`src/rtl/cis_pkg.sv`:
```
package cis_pkg;
   typedef enum logic [1:0] {
      MODE_NORMAL = 2'd0,
      MODE_LPCYC  = 2'd1,
      MODE_RESET  = 2'd2,
      MODE_NREQ   = 2'd3
   } cis_mode_e;

   localparam logic [7:0]  OP_PERIOD   = 8'h56;
   localparam logic [7:0]  OP_REFRESH  = 8'h5A;
   localparam logic [15:0] CMD_RDCODE  = 16'h1B00;
   localparam logic [15:0] CMD_LPCYC   = 16'h5C90;
   localparam logic [15:0] CMD_WAKE    = 16'h5C10;
   localparam logic [7:0]  PER_DEFAULT = 8'h0E;
   localparam int          DEF_TICKS   = 512;
endpackage

```
`src/rtl/cis_period_dec.sv`:
```
module cis_period_dec #(
   parameter int PERIOD_W = 14
) (
   input  logic [7:0]          code_i,
   output logic [PERIOD_W-1:0] limit_o
);
   localparam int MAX_POW = PERIOD_W - 1;

   if (PERIOD_W < 10 || PERIOD_W > 30) begin : g_chk_w
      $error("cis_period_dec: PERIOD_W must be within 10..30");
   end

   always_comb begin
      limit_o = PERIOD_W'(cis_pkg::DEF_TICKS - 1);
      for (int i = 1; i <= MAX_POW; i++) begin
         if (code_i == 8'(i)) begin
            limit_o = PERIOD_W'((64'd1 << i) - 64'd1);
         end
      end
   end
endmodule

```
`src/rtl/cis_lfsr.sv`:
```
module cis_lfsr #(
   parameter int         W    = 8,
   parameter logic [W-1:0] SEED = 8'h5B,
   parameter logic [W-1:0] TAPS = 8'hB8
) (
   input  logic         clk,
   input  logic         rst_n,
   output logic [W-1:0] value_o
);
   logic [W-1:0] state_q;
   logic [W-1:0] state_d;

   if (SEED == '0) begin : g_chk_seed
      $error("cis_lfsr: SEED must be nonzero");
   end
   if (TAPS[W-1] != 1'b1) begin : g_chk_taps
      $error("cis_lfsr: TAPS top bit must be set to keep the map invertible");
   end

   for (genvar b = 0; b < W; b++) begin : g_bit
      if (b == W - 1) begin : g_top
         assign state_d[b] = TAPS[b] & state_q[0];
      end else begin : g_mid
         assign state_d[b] = state_q[b+1] ^ (TAPS[b] & state_q[0]);
      end
   end

   always_ff @(posedge clk or negedge rst_n) begin
      if (!rst_n) state_q <= SEED;
      else        state_q <= state_d;
   end

   assign value_o = state_q;

   AST_LFSR_NONZERO: assert property (@(posedge clk) disable iff (!rst_n)
      state_q != '0);
endmodule

```
`src/rtl/cis_tick_timer.sv`:
```
module cis_tick_timer #(
   parameter int PERIOD_W = 14
) (
   input  logic                clk,
   input  logic                rst_n,
   input  logic                run_i,
   input  logic                tick_i,
   input  logic [PERIOD_W-1:0] limit_i,
   output logic                end_o
);
   logic [PERIOD_W-1:0] cnt_q;

   assign end_o = run_i && tick_i && (cnt_q == limit_i);

   always_ff @(posedge clk or negedge rst_n) begin
      if (!rst_n)          cnt_q <= '0;
      else if (!run_i)     cnt_q <= '0;
      else if (end_o)      cnt_q <= '0;
      else if (tick_i)     cnt_q <= cnt_q + 1'b1;
   end

   AST_CNT_IN_RANGE: assert property (@(posedge clk) disable iff (!rst_n)
      run_i |-> (cnt_q <= limit_i));
endmodule

```
`src/rtl/cyc_irq_sup.sv`:
```
module cyc_irq_sup
   import cis_pkg::*;
#(
   parameter int         PERIOD_W  = 14,
   parameter int         RST_TICKS = 16,
   parameter logic [7:0] LFSR_SEED = 8'h5B,
   parameter logic [7:0] LFSR_TAPS = 8'hB8
) (
   input  logic        clk,
   input  logic        rst_n,
   input  logic        ms_tick_i,
   input  logic        cmd_vld_i,
   input  logic [15:0] cmd_word_i,
   output logic        irq_o,
   output logic        host_rst_o,
   output logic        resp_vld_o,
   output logic [7:0]  resp_byte_o,
   output logic [1:0]  mode_o
);
   localparam int RCNT_W = $clog2(RST_TICKS);

   if (RST_TICKS < 2) begin : g_chk_rst
      $error("cyc_irq_sup: RST_TICKS must be at least 2");
   end

   cis_mode_e           st_q, st_d;
   logic [7:0]          per_code_q;
   logic [7:0]          code_q;
   logic [7:0]          lfsr_val;
   logic [PERIOD_W-1:0] limit;
   logic                end_hit;
   logic                armed_q, rd_seen_q, ack_ok_q, irq_q;
   logic [RCNT_W-1:0]   rcnt_q;
   logic                resp_vld_q;
   logic [7:0]          resp_byte_q;

   // command decode
   logic [7:0] op_hi, op_lo;
   logic       is_rd, is_per, is_ref, is_lp, is_wake;
   logic       in_lp, entering, ref_good, ref_bad, timeout, rst_done;

   assign op_hi   = cmd_word_i[15:8];
   assign op_lo   = cmd_word_i[7:0];
   assign is_rd   = cmd_vld_i && (cmd_word_i == CMD_RDCODE);
   assign is_per  = cmd_vld_i && (op_hi == OP_PERIOD);
   assign is_ref  = cmd_vld_i && (op_hi == OP_REFRESH);
   assign is_lp   = cmd_vld_i && (cmd_word_i == CMD_LPCYC);
   assign is_wake = cmd_vld_i && (cmd_word_i == CMD_WAKE);

   assign in_lp    = (st_q == MODE_LPCYC);
   assign entering = (st_q == MODE_NORMAL) && is_lp;
   assign ref_good = in_lp && is_ref && rd_seen_q && (op_lo == ~code_q);
   assign ref_bad  = in_lp && is_ref && !ref_good;
   assign timeout  = end_hit && armed_q && !ack_ok_q;
   assign rst_done = ms_tick_i && (rcnt_q == RCNT_W'(RST_TICKS - 1));

   cis_period_dec #(.PERIOD_W(PERIOD_W)) u_dec (
      .code_i  (per_code_q),
      .limit_o (limit)
   );

   cis_tick_timer #(.PERIOD_W(PERIOD_W)) u_tmr (
      .clk     (clk),
      .rst_n   (rst_n),
      .run_i   (in_lp),
      .tick_i  (ms_tick_i),
      .limit_i (limit),
      .end_o   (end_hit)
   );

   cis_lfsr #(.W(8), .SEED(LFSR_SEED), .TAPS(LFSR_TAPS)) u_rng (
      .clk     (clk),
      .rst_n   (rst_n),
      .value_o (lfsr_val)
   );

   always_comb begin
      st_d = st_q;
      unique case (st_q)
         MODE_NORMAL: if (is_lp) st_d = MODE_LPCYC;
         MODE_LPCYC: begin
            if (is_wake)                 st_d = MODE_NREQ;
            else if (ref_bad || timeout) st_d = MODE_RESET;
         end
         MODE_RESET:  if (rst_done) st_d = MODE_NREQ;
         MODE_NREQ:   st_d = MODE_NREQ;
         default:     st_d = MODE_NORMAL;
      endcase
   end

   always_ff @(posedge clk or negedge rst_n) begin
      if (!rst_n) begin
         st_q        <= MODE_NORMAL;
         per_code_q  <= PER_DEFAULT;
         code_q      <= LFSR_SEED;
         armed_q     <= 1'b0;
         rd_seen_q   <= 1'b0;
         ack_ok_q    <= 1'b0;
         irq_q       <= 1'b0;
         rcnt_q      <= '0;
         resp_vld_q  <= 1'b0;
         resp_byte_q <= '0;
      end else begin
         st_q <= st_d;

         if ((st_q == MODE_NORMAL) && is_per) per_code_q <= op_lo;

         if (entering || (in_lp && end_hit)) code_q <= lfsr_val;

         if (entering)     armed_q <= 1'b0;
         else if (end_hit) armed_q <= 1'b1;

         if (entering || end_hit)   rd_seen_q <= 1'b0;
         else if (in_lp && is_rd)   rd_seen_q <= 1'b1;

         if (entering || end_hit)   ack_ok_q <= 1'b0;
         else if (ref_good)         ack_ok_q <= 1'b1;

         if (st_d != MODE_LPCYC)    irq_q <= 1'b0;
         else if (end_hit)          irq_q <= 1'b1;
         else if (ms_tick_i)        irq_q <= 1'b0;

         if (st_q != MODE_RESET)    rcnt_q <= '0;
         else if (ms_tick_i)        rcnt_q <= rcnt_q + 1'b1;

         resp_vld_q <= is_rd;
         if (is_rd) resp_byte_q <= code_q;
      end
   end

   assign irq_o       = irq_q;
   assign host_rst_o  = (st_q == MODE_RESET);
   assign resp_vld_o  = resp_vld_q;
   assign resp_byte_o = resp_byte_q;
   assign mode_o      = st_q;

   AST_IRQ_ONLY_LP: assert property (@(posedge clk) disable iff (!rst_n)
      irq_o |-> (mode_o == 2'd1));
   AST_PERIOD_LOCK: assert property (@(posedge clk) disable iff (!rst_n)
      (st_q != MODE_NORMAL) |=> $stable(per_code_q));
   AST_CODE_STABLE: assert property (@(posedge clk) disable iff (!rst_n)
      (in_lp && !end_hit) |=> $stable(code_q));
   AST_WAKE_CLEAN: assert property (@(posedge clk) disable iff (!rst_n)
      (in_lp && is_wake) |=> ((mode_o == 2'd3) && !host_rst_o));
   AST_RST_THEN_NREQ: assert property (@(posedge clk) disable iff (!rst_n)
      $fell(host_rst_o) |-> (mode_o == 2'd3));
   AST_NREQ_STICKY: assert property (@(posedge clk) disable iff (!rst_n)
      (mode_o == 2'd3) |=> (mode_o == 2'd3));
   AST_BAD_REFRESH: assert property (@(posedge clk) disable iff (!rst_n)
      (in_lp && is_ref && !rd_seen_q && !is_wake) |=> host_rst_o);
endmodule

```
`config.mk`:
```
export PLATFORM = sky130hd
export DESIGN_NAME = cyc_irq_sup
export DESIGN_NICKNAME = d
export VERILOG_FILES = /design/src/rtl/cis_pkg.sv /design/src/rtl/cis_period_dec.sv /design/src/rtl/cis_lfsr.sv /design/src/rtl/cis_tick_timer.sv /design/src/rtl/cyc_irq_sup.sv
export SDC_FILE = /design/constraint.sdc
export NUM_CORES = 1
export LEC_CHECK = 0
export BUFFER_PORTS_ARGS = -buffer_cell sky130_fd_sc_hd__buf_2
export CORE_MARGIN = 8
export CORE_UTILIZATION = 55
export CTS_BUF_LIST = sky130_fd_sc_hd__clkbuf_4 sky130_fd_sc_hd__clkbuf_8
export DETAILED_ROUTE_END_ITERATION = 8
export PLACE_DENSITY = 0.78
export SYNTH_ARGS = -nofsm -noshare
export SYNTH_HDL_FRONTEND = slang
export SYNTH_SLANG_ARGS = --single-unit
export TNS_END_PERCENT = 30
```
`constraint.sdc`:
```
create_clock -name clk -period 2.43 [get_ports clk]
set_input_delay 0.243 -clock clk [delete_from_list [all_inputs] [get_ports clk]]
set_output_delay 0.243 -clock clk [all_outputs]
set_load 0.02 [all_outputs]
```
After elaboration in Yosys (flattened, before gate mapping)
Index checks and enable logic that the tools add are counted.
- bits in registers: 57
- multiplexer cells: 32
- bitwise gates (word level): 4
- reductions and logical operators: 29
- equality and inequality tests: 27
- add/subtract/negate cells: 2
- operator list (kind ; number):
    2-to-1 mux 9 bit ; 9
    equality test 8 x 4 -> 1 bit, second input constant ; 6
    2-to-1 mux 14 bit ; 3
    equality test 16 x 15 -> 1 bit, second input constant ; 2
    equality test 8 x 3 -> 1 bit, second input constant ; 4
    logical AND 1 bit ; 18
    equality test 16 x 13 -> 1 bit, second input constant ; 1
    equality test 8 x 2 -> 1 bit, second input constant ; 2
    equality test 8 x 7 -> 1 bit, second input constant ; 2
    adder 14 x 1 -> 14 bit, second input constant ; 1
    equality test 14 x 13 -> 1 bit ; 1
    2-to-1 mux 13 bit ; 1
    2-to-1 mux 12 bit ; 1
    2-to-1 mux 11 bit ; 1
    2-to-1 mux 10 bit ; 1
    2-to-1 mux 1 bit ; 9
    equality test 8 x 1 -> 1 bit, second input constant ; 1
    equality test 8 bit ; 1
    2-to-1 mux 2 bit ; 4
    2-to-1 mux 4 bit ; 2
    NOT 8 bit ; 1
    one-hot mux 2 bit (4 select lines) ; 1
    nonzero test 2 bit ; 4
    adder 4 x 1 -> 4 bit, second input constant ; 1
    other kinds (11) ; 17

Logic depth before layout (Yosys ltp)
- depth after elaboration: 24
- mapped depth: 10
- mapped depth without buffers: 7

Cells and area by module
From an unflattened synthesis, not the netlist that was laid out.
- cell total of the unflattened synthesis: 298
- area total of the unflattened synthesis: 3266.9 um^2
- by module, submodules not included (module ; cells an instance ; sequential area each (um^2) ; instances ; area an instance (um^2)):
    cyc_irq_sup ; 127 ; 885.8 ; 1 ; 1686.6
    cis_tick_timer ; 122 ; 350.3 ; 1 ; 1063.5
    cis_lfsr ; 16 ; 206.4 ; 1 ; 270.3
    cis_period_dec ; 33 ; 0.0 ; 1 ; 246.5

Worst setup path after synthesis
No wires, ideal clock.
- path kind: flip-flop to flip-flop
- start: register per_code_q[5]
- end: register code_q[2]
- period minus slack after synthesis: 2.438 ns
- data required time: 2.305 ns
- data arrival time: 2.313 ns
- buffers on the path: 0
- cell stages (with the launch flop): 8
- setup slack: -0.008 ns
- cells stage by stage: dfrtp_1 > or4_4 > o32a_2 > o221ai_1 > nand4_1 > nor4_4 > nor2_4 > mux2_4
- cells in the longest elaborated chain, start to end: 18
- elaborated cells between the ends (all ways): 30
- classes of those cells: 14 x eq/ne; 13 x mux; 3 x reduce/logical
- RTL lines (item ; line ; RTL):
    from (decl) ; cyc_irq_sup.sv:27 ; logic [7:0] per_code_q;
    from (signal assigned) ; cyc_irq_sup.sv:106 ; if ((st_q == MODE_NORMAL) && is_per) per_code_q <= op_lo;
    equality test 8 x 1 -> 1 bit ; cis_period_dec.sv:16 ; if (code_i == 8'(i)) begin
    2-to-1 mux 9 bit (9 in series) ; cis_period_dec.sv:16 ;
    2-to-1 mux 10 bit ; cis_period_dec.sv:16 ;
    2-to-1 mux 11 bit ; cis_period_dec.sv:16 ;
    2-to-1 mux 12 bit ; cis_period_dec.sv:16 ;
    2-to-1 mux 13 bit * ; cis_period_dec.sv:16 ;
    equality test 14 x 13 -> 1 bit * ; cis_tick_timer.sv:13 ; assign end_o = run_i && tick_i && (cnt_q == limit_i);
    logical AND 1 bit * ; cis_tick_timer.sv:13 ;
    logical AND 1 bit * ; cyc_irq_sup.sv:108 ; if (entering || (in_lp && end_hit)) code_q <= lfsr_val;
    logical OR 1 bit * ; cyc_irq_sup.sv:108 ;
    to (signal assigned) ; cyc_irq_sup.sv:108 ;
    to (decl) ; cyc_irq_sup.sv:28 ; logic [7:0] code_q;
Every way passes the cells marked *; elsewhere a longest branch is shown, timed or not.
A chain may end at the register's enable or synchronous reset.

Final worst setup path
- start: register per_code_q[4]
- end: register st_q[0] (netlist: mode_o[0])
- cells in the longest elaborated chain, start to end: 22
- elaborated cells between the ends (all ways): 34
- classes of those cells: 14 x eq/ne; 16 x mux; 4 x reduce/logical
- RTL lines (item ; line ; RTL):
    equality test 8 x 1 -> 1 bit ; cis_period_dec.sv:16 ;
    2-to-1 mux 9 bit (9 in series) ; cis_period_dec.sv:16 ;
    2-to-1 mux 10 bit ; cis_period_dec.sv:16 ;
    2-to-1 mux 11 bit ; cis_period_dec.sv:16 ;
    2-to-1 mux 12 bit ; cis_period_dec.sv:16 ;
    2-to-1 mux 13 bit * ; cis_period_dec.sv:16 ;
    equality test 14 x 13 -> 1 bit * ; cis_tick_timer.sv:13 ;
    logical AND 1 bit * ; cis_tick_timer.sv:13 ;
    logical AND 1 bit * (2 in series) ; cyc_irq_sup.sv:54 ; assign timeout = end_hit && armed_q && !ack_ok_q;
    logical OR 1 bit * ; cyc_irq_sup.sv:83 ; else if (ref_bad || timeout) st_d = MODE_RESET;
    2-to-1 mux 2 bit * ; cyc_irq_sup.sv:83 ;
    2-to-1 mux 2 bit * ; cyc_irq_sup.sv:82 ; if (is_wake) st_d = MODE_NREQ;
    one-hot mux 2 bit (4 select lines) * ; cyc_irq_sup.sv:79 ; unique case (st_q)
    named net st_d[0] ; cyc_irq_sup.sv:26 ; cis_mode_e st_q, st_d;
    to (signal assigned) ; cyc_irq_sup.sv:104 ; st_q <= st_d;
    to (decl) ; cyc_irq_sup.sv:26 ;
Mark *: on every way through the listed nets, which the timed path passes. The rest lies on a longest branch.

==> key figures <==
Setup path
  • Critical Path Most Common Cell: nor3_2
  • Critical path type: flop to flop
  • Worst endpoint required time: ~2700 ps
  • Critical path's slowest cell: or4_4
  • CP max stage delay: around 560 ps
  • Crit path cell chain: or4_4 > nor3_2 > xor2_1 > nand4_1 > nor3_2 > buf_4 > nand3_1 > a311o_1
  • WP data arrival: approximately 2700 ps
  • Max FO, Critical Path: 8
  • Critical Path End Type: flop
  • Nature of the critical path startpoint: flop

Status
  • Run status: complete, but fails checks
  • Failing checks: setup timing

Floorplanning
  • DIE AREA: 0.008412 mm2
  • Total core area: around 0.0055 mm2
  • I/O Pins: 33
  • Die width: a little over 90 um
  • Die height: just over 90 um
  • Starting density of the core: between 50% and 60%
  • Rows: 27

STA
  • Max Freq: 399.3 MHz
  • Max Slew Vio Count: 0
  • RSZ-0062 raised after global routing: yes
  • Final Hold Vio Count: 0
  • Crit share post-route: 103.1%
  • Fin crit period: 2504 ps
  • Setup TNS: -353.4 ps
  • Final Worst Setup Slack: -74.30 ps
  • Clk_skew: between 8 and 9 ps
  • Endpoints failing setup: 13
  • Slew @ Worst Pin: 723.8 ps
  • Max_slew headroom: 51.57%
  • Min Hold Slack: approximately 23 ps

Routing
  • Routed via count: 2537
  • Antenna viol nets, final: 0
  • 1st-pass router iterations: 4
  • Vias per cell: between 5 and 6
  • Wirelength, routed: around 7200 um
  • 1st-iter DRT viols: 263
  • DRC: 0
  • WL/cell: around 17 um

Synthesis
  • Synth Flop Type: dfrtp_1
  • Area leader, netlist: dfrtp_1
  • Syn_nets: 310
  • Library cells used by synthesis: 61
  • Top-count cell post-synth: dfrtp_1
  • Post-synthesis sequential area ratio: around 46%
  • Seq cells post-synth: 57
  • Synthesized area: between 0.003 and 0.004 mm2
  • Async SR Flop Fraction: 100.0%
  • Synth top area share: between 30% and 40%
  • Ys Warns: 0
  • Mean Syn Cell Area: between 10 and 15 um2
  • Synth area leaders: dfrtp_1 (35%), dfstp_2 (11%), mux2_2 (5.7%)
  • Number of synthesized flops with an enable pin: 0
  • Top post-synthesis cells by count: dfrtp_1 (44), nand2_1 (24), nor2_1 (22)
  • Synthesized instance count: approximately 290

Placement
  • Detailed Place HPWL: 4973 um
  • Gpl congestion: between 0.9 and 1
  • Pre-CTS WS: -150.9 ps
  • Dpl cells: 400
  • IO buf count: 32

Cells and area
  • Fill count: approximately 400
  • Non-filler instance count after layout: about 420
  • Final #Nets: approximately 370
  • Final core utilization: about 69%
  • P&R area growth vs syn: 20.71%
  • Layout cells sized above 1: between 30 and 40%
  • Antenna diodes: 0

CTS
  • Clock-pin slew on the worst setup and hold paths: roughly 70 ps
  • Clk_lat worst skew: ~350 ps
  • Clock Path Buffers: 2
  • Hold buffers post-CTS: 0
  • CTS sink count: between 50 and 60
  • TritonCTS clock tree: done
  • Num CTS Buffers: 9
  • CTS root buf: clkbuf_8
  • Number of H-tree levels: 3

GRT
  • Vias in the first global route: 2507
  • Largest net degree at the start of global routing: just under 60
  • Grt ovf: 0
  • First-pass GRT wire length: between 10000 and 15000 um
  • GR Util All Layers: 17.71%
  • Antenna violations before repair: 0

Pwr
  • Reg power frac: around half
  • VDD IR-drop max: 0.4050 mV
  • LEAKAGE: 1.802 nW
  • Cell-internal power: roughly 1.5 mW
  • Pwr dens: ~500 mW/mm2
  • Switching pwr: roughly 0.45 mW
  • Net Sw Frac: 23.35%
  • Comb power frac: about 3%
  • Clock power share: around 48%

Min path
  • Hold Path Class: primary input to async pin

Flow run
  • Max cap viols: 0
==> registers in the layout, indices dropped and copies added, names as in the netlist <==
| signal | count |
|---|---|
| per_code_q | 8 |
| mode_o | 2 |
| u_tmr.cnt_q | 14 |
| rd_seen_q | 1 |
| rcnt_q | 4 |
| resp_vld_o | 1 |
| u_rng.value_o | 8 |
| irq_o | 1 |
| armed_q | 1 |
| ack_ok_q | 1 |
| code_q | 8 |
| resp_byte_o | 8 |
==> layout make-up <==
class / count / area [um2] / share of cell area [%]
inverters: 4 / 15.01 / 0.3945
well taps: 72 / 90.09 / 2.367
clock inverters: 6 / 67.56 / 1.775
repair buffers: 62 / 416.7 / 10.95
multi-input cells: 212 / 1635 / 42.97
flip-flops and latches: 57 / 1444 / 37.94
clock buffers: 10 / 137.6 / 3.616
==> power groups by stage <==
stage	Combinational [mW]	Clock [mW]	Sequential [mW]
finish	0.0570	0.912	0.950
global route	0.0646	0.952	0.949
CTS	0.0583	0.914	0.950
floorplan	0.0149	0	0.967
detailed placement	0.0578	0	0.967
global placement	0.0566	0	0.967
==> cell usage in the layout (no fill, tap or decap), types with 3 or more instances in the layout <==
cell type / instances
a22o_1: 3
a21oi_1: 4
nor3_1: 8
mux2_2: 16
nand4b_1: 5
nand4_1: 11
nor2_1: 22
nand2_1: 23
clkbuf_8: 10
nor4_1: 3
a211oi_1: 4
dfstp_2: 13
dfrtp_1: 43
buf_4: 24
buf_2: 32
buf_6: 5
nand3_1: 13
and2_1: 3
nor3b_1: 4
xor2_1: 20
xnor2_1: 5
and3_1: 6
inv_1: 4
o21ai_1: 4
mux2_4: 8
o311ai_1: 3
==> stage by stage <==
step	area (um2)	power, mW
after global routing	3806	1.966
after detailed placement	3483	1.025
final	3806	1.918
after floorplan	3153	0.9819
after global placement	3483	1.023
after CTS	3725	1.922
==> worst paths after layout <==
check                              endpoint  cells after the start        startpoint  slack (ps)
min in group clk              per_code_q[1]                      2     cmd_word_i[1]         190
max                               mode_o[0]                      8     per_code_q[4]         -70
max in group asynchronous     per_code_q[0]                      2             rst_n        1890
max reg2reg                       mode_o[0]                      8     per_code_q[4]         -70
min                          u_tmr.cnt_q[3]                      2             rst_n          20
min reg2reg                u_rng.value_o[0]                      0  u_rng.value_o[1]         360
==> cells by family after synthesis <==
family                     synth area share, %
AOI/OAI and AO/OA                        10.64
buffers and inverters                    4.047
adders and majority gates               0.7935
muxes                                    9.841
DFF                                      45.75
xor gates and xnor gates                 6.944
and+or+nand+nor                          21.98
==> layer usage <==
metal | up-vias | track usage, % | share of wire (%)
li1 | 1185 | - | -
met1 | 1255 | 21.64 | 44
met2 | 77 | 28.87 | 49
met3 | 20 | 5.460 | 4.7
met4 | 0 | 6.443 | 2.1
met5 | - | 0 | 0
==> critical path, delay by kind of cell (launching register included) <==
kind | cells | cell delay (ps)
simple gates | 5 | 1290
flops | 1 | 420
compound gates | 1 | 300
xor+xnor | 1 | 200
buf+inv | 1 | 170
==> repair_timing <==
action                     CTS  global route
setup endpoints to repair   13            24
cloned                       1             0
pin swaps                    8             4
gates resized for setup      1            20
setup buffers                5             2
Note: power is estimated with default switching activity, not from simulation.
